===== src/rtl/swi_pkg.sv =====
package swi_pkg;

   localparam int SWI_CNT  = 16;
   localparam int SWI_IDXW = 4;
   localparam int ID_W     = 10;
   localparam int SRC_W    = 3;
   localparam int MAX_PROC = 8;

   localparam int NUM_LSB  = 0;
   localparam int MASK_LSB = 16;
   localparam int MODE_LSB = 24;

   localparam logic [ID_W-1:0] IDLE_ID = 10'd1023;

   typedef enum logic [1:0] {
      ROUTE_LIST   = 2'd0,
      ROUTE_OTHERS = 2'd1,
      ROUTE_SELF   = 2'd2,
      ROUTE_RSVD   = 2'd3
   } route_e;

   typedef struct packed {
      route_e                route;
      logic [MAX_PROC-1:0]   mask;
      logic [ID_W-1:0]       num;
   } send_word_t;

   function automatic send_word_t unpack_send(input logic [31:0] w);
      send_word_t s;
      s.route = route_e'(w[MODE_LSB +: 2]);
      s.mask  = w[MASK_LSB +: MAX_PROC];
      s.num   = w[NUM_LSB +: ID_W];
      return s;
   endfunction

endpackage


===== src/rtl/swi_decode.sv =====
module swi_decode
   import swi_pkg::*;
#(
   parameter int NUM_PROC = 4
) (
   input  logic                 wr_en,
   input  logic [31:0]          wr_data,
   input  logic [SRC_W-1:0]     wr_src,
   output logic [NUM_PROC-1:0]  set_mask,
   output logic [SWI_CNT-1:0]   set_vec
);

   send_word_t            word;
   logic                  num_ok;
   logic [NUM_PROC-1:0]   self_sel;
   logic [NUM_PROC-1:0]   route_sel;
   logic                  unused_bits;

   assign word        = unpack_send(wr_data);
   assign num_ok      = (word.num < ID_W'(SWI_CNT));
   assign unused_bits = ^{wr_data[31:26], wr_data[15:10]};

   for (genvar p = 0; p < NUM_PROC; p++) begin : g_self
      assign self_sel[p] = (wr_src == SRC_W'(p));
   end

   always_comb begin
      route_sel = '0;
      case (word.route)
         ROUTE_LIST:   route_sel = word.mask[NUM_PROC-1:0];
         ROUTE_OTHERS: route_sel = ~self_sel;
         ROUTE_SELF:   route_sel = self_sel;
         default:      route_sel = '0;
      endcase
   end

   assign set_mask = (wr_en && num_ok) ? route_sel : '0;

   always_comb begin
      set_vec = '0;
      set_vec[word.num[SWI_IDXW-1:0]] = 1'b1;
   end

endmodule


===== src/rtl/swi_pick.sv =====
module swi_pick #(
   parameter int W = 16,
   localparam int IDX_W = (W > 1) ? $clog2(W) : 1
) (
   input  logic [W-1:0]     vec,
   output logic             found,
   output logic [IDX_W-1:0] idx
);

   always_comb begin
      found = 1'b0;
      idx   = '0;
      for (int i = W - 1; i >= 0; i--) begin
         if (vec[i]) begin
            found = 1'b1;
            idx   = IDX_W'(i);
         end
      end
   end

endmodule


===== src/rtl/swi_pend_bank.sv =====
module swi_pend_bank
   import swi_pkg::*;
(
   input  logic               clk,
   input  logic               rst_n,
   input  logic               set_en,
   input  logic [SWI_CNT-1:0] set_vec,
   input  logic               ack_req,
   output logic [SWI_CNT-1:0] pend,
   output logic               pend_any,
   output logic [ID_W-1:0]    ack_id
);

   logic [SWI_CNT-1:0]  pend_q;
   logic [SWI_CNT-1:0]  clr_vec;
   logic [SWI_CNT-1:0]  add_vec;
   logic                found;
   logic [SWI_IDXW-1:0] low_idx;

   swi_pick #(.W(SWI_CNT)) i_pick (
      .vec   (pend_q),
      .found (found),
      .idx   (low_idx)
   );

   always_comb begin
      clr_vec = '0;
      if (ack_req && found) clr_vec[low_idx] = 1'b1;
   end

   assign add_vec = set_en ? set_vec : '0;

   always_ff @(posedge clk) begin
      if (!rst_n) pend_q <= '0;
      else        pend_q <= (pend_q & ~clr_vec) | add_vec;
   end

   assign pend     = pend_q;
   assign pend_any = found;
   assign ack_id   = found ? ID_W'(low_idx) : IDLE_ID;

endmodule


===== src/rtl/swi_dispatch.sv =====
module swi_dispatch
   import swi_pkg::*;
#(
   parameter int NUM_PROC = 4
) (
   input  logic                        clk,
   input  logic                        rst_n,
   input  logic                        wr_en,
   input  logic [31:0]                 wr_data,
   input  logic [2:0]                  wr_src,
   input  logic [NUM_PROC-1:0]         ack_req,
   output logic [NUM_PROC*10-1:0]      ack_id,
   output logic [NUM_PROC*16-1:0]      pend,
   output logic                        [NUM_PROC-1:0] pend_any,
   output logic [2:0]                  proc_count_m1
);

   if (NUM_PROC < 1 || NUM_PROC > MAX_PROC) begin : g_bad_count
      $error("swi_dispatch: NUM_PROC must lie in 1..8");
   end
   if (ID_W != 10 || SWI_CNT != 16) begin : g_bad_widths
      $error("swi_dispatch: port widths assume 10-bit ids and 16 numbers");
   end

   logic [NUM_PROC-1:0] set_mask;
   logic [SWI_CNT-1:0]  set_vec;

   swi_decode #(.NUM_PROC(NUM_PROC)) i_decode (
      .wr_en    (wr_en),
      .wr_data  (wr_data),
      .wr_src   (wr_src),
      .set_mask (set_mask),
      .set_vec  (set_vec)
   );

   for (genvar p = 0; p < NUM_PROC; p++) begin : g_proc
      swi_pend_bank i_bank (
         .clk      (clk),
         .rst_n    (rst_n),
         .set_en   (set_mask[p]),
         .set_vec  (set_vec),
         .ack_req  (ack_req[p]),
         .pend     (pend[p*SWI_CNT +: SWI_CNT]),
         .pend_any (pend_any[p]),
         .ack_id   (ack_id[p*ID_W +: ID_W])
      );
   end

   assign proc_count_m1 = 3'(NUM_PROC - 1);

endmodule


===== config.mk =====
export PLATFORM = sky130hd
export DESIGN_NAME = swi_dispatch
export DESIGN_NICKNAME = d
export VERILOG_FILES = /design/src/rtl/swi_pkg.sv /design/src/rtl/swi_decode.sv /design/src/rtl/swi_pick.sv /design/src/rtl/swi_pend_bank.sv /design/src/rtl/swi_dispatch.sv
export SDC_FILE = /design/constraint.sdc
export NUM_CORES = 1
export LEC_CHECK = 0
export CAP_MARGIN = 20
export CORE_AREA = 2 2 102 104
export CTS_CLUSTER_DIAMETER = 100
export DETAILED_ROUTE_END_ITERATION = 10
export DIE_AREA = 0 0 104 106
export GPL_TIMING_DRIVEN = 0
export PLACE_DENSITY = 0.78
export SYNTH_ARGS = -nofsm -noshare
export SYNTH_HDL_FRONTEND = slang
export SYNTH_SLANG_ARGS = --single-unit

===== constraint.sdc =====
create_clock -name clk -period 2.7 [get_ports clk]
set_input_delay 0.54 -clock clk [delete_from_list [all_inputs] [get_ports clk]]
set_output_delay 0.54 -clock clk [all_outputs]
set_load 0.02 [all_outputs]

==> results of run 1 <==
## worst max-delay path by stage
stage	from	to	slack, ns
finish	g_proc[1].i_bank.pend[3]	ack_id[11]	0.0007
global route	g_proc[1].i_bank.pend[3]	ack_id[11]	-0.02
CTS	g_proc[1].i_bank.pend[7]	ack_id[11]	-0.05
detailed placement	g_proc[1].i_bank.pend[0]	ack_id[11]	-0.25
global placement	g_proc[1].i_bank.pend[0]	ack_id[11]	-0.20
floorplan	g_proc[3].i_bank.pend[7]	ack_id[35]	0.1
## stage by stage
stage / area, µm² / instances / util / total power [W]
floorplan: 4295 / 572 / - / 0.001066
global placement: 5777 / 839 / 0.5777 / 0.001157
detailed placement: 5777 / 839 / 0.5777 / 0.001159
CTS: 6098 / 860 / 0.6099 / 0.001978
global route: 6186 / 865 / 0.6186 / 0.002033
finish: 6186 / 865 / 0.6186 / 0.001981
## metal layers
layer,vias to the layer above,global-route usage,share of wire
met5,-,0,0
met4,0,0.09942,0.027
met3,37,0.04353,0.093
met2,348,0.4572,0.47
met1,2433,0.3463,0.41
li1,2420,-,-
## worst min-delay path, cell delays in order (launching register included)
cell and delay [ns]:
dfxtp_2 0.35, nand2_1 0.06, o32ai_1 0.06
## layout by cell type, fill, tap and decap left out, drive strengths merged, types with 4 or more instances in the layout
cell           instances
clkdlybuf4s50         91
nor2                  88
dfxtp                 64
buf                   50
nand2                 41
o21ai                 37
a21oi                 37
inv                   25
clkbuf                25
nor3                  22
nor4                  22
clkdlybuf4s15         18
nor2b                 13
nand3                 13
or4                   12
nand2b                11
a31oi                 11
nand4                  9
dlygate4sd2            9
o31ai                  7
o21a                   7
a22oi                  7
or2                    7
o311ai                 6
a211oi                 6
o311a                  5
o32ai                  5
a211o                  5
o31a                   5
nand3b                 4
and2                   4
or3                    4
## report_power, final
group          switching, W  internal, W
sequential       0.00000114     0.000942
clock              0.000391     0.000450
combinational      0.000122    0.0000759
total              0.000514      0.00147
## cells by family (layout without fill, tap and decap cells)
group,Yosys count,after routing
compound gates,172,172
flops,64,64
mux,2,2
other cells,2,3
buf+inv,68,225
simple gates,263,263
## area by class of cell
type / instances / area share
flip-flops and latches: 64 / 0.2118
inverters: 25 / 0.01638
multi-input cells: 440 / 0.4476
well taps: 136 / 0.02751
clock inverters: 5 / 0.009102
clock buffers: 11 / 0.02286
plain buffers: 42 / 0.04349
repair buffers: 142 / 0.2213
## timing repair
action	CTS	global route
resized for setup	125	37
setup endpoints to repair	38	38
setup buffers	6	5
hold endpoints to repair	0	0
pin swaps	6	10
==> metrics.txt, run 1 <==
cell with the most instances after synthesis=nor2_1; Rel. slew slack=0.3118; # clock sinks=64; hold_ws=0.5207 ns; fin. max-slew vios=0; DR vias=5,238; area of the multi-input gates=2769 µm²; fin crit share=0.9997; nets@finish=766; top cells by count, synth=nor2_1, dfxtp_1, nand2_1, a21oi_1, o21ai_0; Syn Area/Cell=7.516 µm²; clock root buffer=clkbuf_8; Post-Route Setup TNS=0 ns; initial antenna violation count=0; end of the worst hold path=g_proc[2].i_bank.pend[11]; Hold Path Class=flop to flop; Area contributors post-synth=dfxtp_1, nor2_1, buf_4, a21oi_1, o21ai_0; maximum vdd drop=around 270 µV; die area=around 11,000 µm²; CTS HTree Levels=3; Antenna Diode Count=0; Worst path max stage delay=0.77 ns; Crit Path Category=flop to output port; Overflow after GRT=0; DP Worst Slack=-0.2502 ns; Worst-Skew Late Latency=approximately 0.36 ns; synthesized flop and latch total=64; All-Layer GR Usage=0.2697; largest net degree at the start of global routing=12; sequential fraction of the synthesis area=0.2985; Max-Cap Viols=0; Reg2Reg Depth=6; Die H=between 100 and 150 µm; area share of fa/ha/maj cells after synthesis=0; mux contribution to synthesized area=0.004956; crit path buf inv count=1; max frequency=roughly 370 MHz; largest family of logic cells by synthesized area=simple AND/OR/NAND/NOR gates; crit path max fanout=7; post-layout worst setup margin=0.0007256 ns; post-synthesis cell type count=76; unrepaired setup endpoints after global routing=true; DP HPWL=about 11 mm; area grow syn2layout=44.14%; first-pass GRT wire length=24.14 mm; Port-buffer cells=131; ys async rst share=0; Pre-Repair DR Iteration Count=6; DR WL/cell=approximately 18 µm; CP Depth=4; worst endpoint data arrival time=2.16 ns; CTS tree=yes; leakage=roughly 2.3 nW; ratio of cells with drive above 1 in the final layout=0.2140; worst-case clock buffer depth=2; power per cell area=320.3 nW/µm²; Crit path max-delay family=compound AO/OA/AOI/OAI gates; hold_sp=g_proc[2].i_bank.pend[11]; Residual DRC=0; routability cong.=0.9708; Main synth FF type=dfxtp_1; via density per instance=6.055; number of DRC markers in iteration 0=590; Req. time, crit path=approximately 2.2 ns; WHS Path Cells=2; Setup-failing EPs final=0; status=finished, final reports clean; clock period minus worst slack=2.699 ns; R2R setup slack=0.56 ns; die width=104 µm; CP max-delay cell=o32ai_1; vias in the first global route=4,696; CP endpoint kind=output port; Ys Warns=0; startpoint types=flop; placement row count=37; Synth Cell Area=between 4000 and 5000 µm²; Register Area=1310 µm²; Clock Skews=0.01297 ns; R2R Path End=g_proc[3].i_bank.pend[12]; CTS buffer count=9; fill cell count=928; number of synthesized flops with an enable pin=0; compound-cell area share of the yosys netlist=0.2845; xor and xnor area share after synthesis=0; hold_buf cts=0; Placeable Area=about 10000 µm²; WL final=15.91 mm; # IOs=153; largest area contributor in the netlist=dfxtp_1; critical-path cell list=nor2_1, o32ai_1, or2_2, clkbuf_2; Mapped Cells=571; Hold Vio Cnt, Final=0; worst r2r src=g_proc[3].i_bank.pend[6]; Routed Antenna Nets=0; worst slew pin tran=1.024 ns; clock slew at reported path FFs=~0.07 ns; Initial Util=0.4292; share of the synthesized area in the top cell type=0.2985; Post-Synth Simple-Gate Area=0.3245; max FFs per register=64
Power figures use the tool's default switching activity.
==> run 2: changes to the inputs <==
HOLD_SLACK_MARGIN = 0.02   (was default)
SLEW_MARGIN = 20   (was default)
==> run 2 against run 1 <==
Flip-flop and latch count is the same. Non-clock buffer count shrank 1. Clock skew shrank 0.0020 ns. Worst setup slack gained 0.019 ns. Power grew 0.39%. Fmax grew 0.72%. Critical path depth is the same. Register-to-register slack is essentially flat. First-iteration DRC count shrank 13%. Largest power group unchanged. Global-route usage is the same. Sequential share of layout area is essentially flat. Clock power grew 1%.
==> metrics.txt, run 2 (same netlist as run 1, synthesis figures left out) <==
status=finished, final reports clean; Antenna Diode Count=0 (unchanged); number of DRC markers in iteration 0=513 (-13%); power per cell area=321.5 nW/µm² (+0.37%); Register Area=1310 µm² (unchanged); Pre-Repair DR Iteration Count=5 (-1); R2R Path End=g_proc[1].i_bank.pend[13]; Req. time, crit path=2.16 ns (about the same); unrepaired setup endpoints after global routing=true; clock root buffer=clkbuf_8; Die H=106 µm (unchanged); CTS tree=yes; worst r2r src=g_proc[1].i_bank.pend[14]; Crit Path Category=flop to output port; CP endpoint kind=output port; Port-buffer cells=131 (unchanged); worst slew pin tran=0.9602 ns (-0.06424 ns); DR vias=5,168 (-1.3%); clock slew at reported path FFs=0.07 ns (about the same); fill cell count=928 (unchanged); Residual DRC=0 (unchanged); Reg2Reg Depth=5 (-1); crit path max fanout=7 (unchanged); ratio of cells with drive above 1 in the final layout=0.2143 (+0.0002939); WHS Path Cells=2 (unchanged); Placeable Area=10000 µm² (unchanged); die width=104 µm (unchanged); initial antenna violation count=0 (unchanged); area grow syn2layout=44.17% (about the same); hold_buf cts=0 (unchanged); maximum vdd drop=271.9 µV (+0.21%); via density per instance=5.981 (-1.2%); Max-Cap Viols=0 (unchanged); # IOs=153 (unchanged); first-pass GRT wire length=24.14 mm (unchanged); Initial Util=0.4292 (unchanged); Routed Antenna Nets=0 (unchanged); nets@finish=765 (-0.13%); end of the worst hold path=g_proc[2].i_bank.pend[11]; leakage=2.297 nW (-0.18%); die area=11,020 µm² (unchanged); vias in the first global route=4,696 (unchanged); startpoint types=flop; CTS HTree Levels=3 (unchanged); fin. max-slew vios=0 (unchanged); hold_ws=0.5197 ns (-0.001025 ns); routability cong.=0.9708 (unchanged); Hold Vio Cnt, Final=0 (unchanged); most frequent cells in the layout=clkdlybuf4s50_1, nor2_1, dfxtp_1, buf_4, nand2_1; CTS buffer count=9 (unchanged); worst endpoint data arrival time=2.14 ns (-0.02 ns); R2R setup slack=0.57 ns (about the same); DR WL/cell=18.30 µm (-0.50%); DP Worst Slack=-0.2502 ns (unchanged); area of the multi-input gates=2775 µm² (+0.23%); WL final=15.81 mm (-0.62%); DP HPWL=11.37 mm (unchanged); Hold Path Class=flop to flop; max frequency=373.2 MHz (+0.72%); post-layout worst setup margin=0.02015 ns (+0.01943 ns); Worst-Skew Late Latency=0.36 ns (about the same); All-Layer GR Usage=0.2697 (unchanged); Clock Skews=0.01093 ns (-0.002034 ns); Overflow after GRT=0 (unchanged); worst-case clock buffer depth=2 (unchanged); fin crit share=0.9925 (-0.007195); Setup-failing EPs final=0 (unchanged); largest net degree at the start of global routing=12 (unchanged); clock period minus worst slack=2.680 ns (-0.01943 ns); placement row count=37 (unchanged); max FFs per register=64 (unchanged); most common cell after layout, fill and taps aside=clkdlybuf4s50_1; hold_sp=g_proc[2].i_bank.pend[11]; Rel. slew slack=0.3550 (+0.04316); # clock sinks=64 (unchanged); overall power=0.001989 W (+0.39%)
## run 2: cell count changes in the layout (fill, tap and decap cells not counted)
cell | before | now
nor4_1 | 17 | 16
clkbuf_2 | 3 | 2
nor4_2 | 3 | 4
## run 2: final cells by class
| type | instances | share of cell area |
|---|---|---|
| multi-input cells | 440 | 0.4485 |
| repair buffers | 141 | 0.2204 |
| flip-flops and latches | 64 | 0.2117 |
| plain buffers | 42 | 0.04348 |
| well taps | 136 | 0.02750 |
| clock buffers | 11 | 0.02285 |
| inverters | 25 | 0.01638 |
| clock inverters | 5 | 0.009100 |
## run 2: power by group
group	leakage, nW	internal (W)	switching, W
sequential	0.526	0.000942	0.00000115
combinational	1.67	0.0000759	0.000121
clock	0.0993	0.000450	0.000399
total	2.30	0.00147	0.000521
## run 2: how the worst max path moves through the flow
stage,from,endpoint,slack (ns),cells past startpoint
2_1_floorplan,g_proc[3].i_bank.pend[7],ack_id[35],0.1,5
6_report,g_proc[1].i_bank.pend[3],ack_id[11],0.02,4
5_1_grt,g_proc[1].i_bank.pend[3],ack_id[11],-0.02,4
3_3_place_gp,g_proc[1].i_bank.pend[0],ack_id[11],-0.20,7
4_1_cts,g_proc[1].i_bank.pend[7],ack_id[11],-0.05,6
3_5_place_dp,g_proc[1].i_bank.pend[0],ack_id[11],-0.25,7
## run 2: per-stage QoR
stage | instance area [µm²] | setup TNS (ns) | std cells | utilization
global placement | 5777 | -2.738 | 839 | 0.5777
finish | 6187 | 0 | 864 | 0.6187
CTS | 6098 | -0.1185 | 860 | 0.6099
floorplan | 4295 | 0 | 572 | -
detailed placement | 5777 | -3.837 | 839 | 0.5777
global route | 6187 | -0.03463 | 864 | 0.6187
## run 2: layer usage
layer	global-route usage	vias to the layer above	share of wire
li1	-	2423	-
met1	0.3463	2401	0.42
met2	0.4572	299	0.48
met3	0.04353	45	0.077
met4	0.09942	0	0.028
met5	0	-	0
## run 2: critical path, stage by stage, from the launching register on
cell	delay, ns
dfxtp_1	0.51
nor2_1	0.13
o32ai_1	0.75
or2_2	0.23
clkbuf_2	0.16
## run 2: timing repair
| item | 4_1_cts | 5_1_grt |
|---|---|---|
| resized for setup | 125 | 37 |
| buffers inserted | 6 | 5 |
| endpoints found under the setup margin | 38 | 38 |
| pin swaps | 6 | 10 |
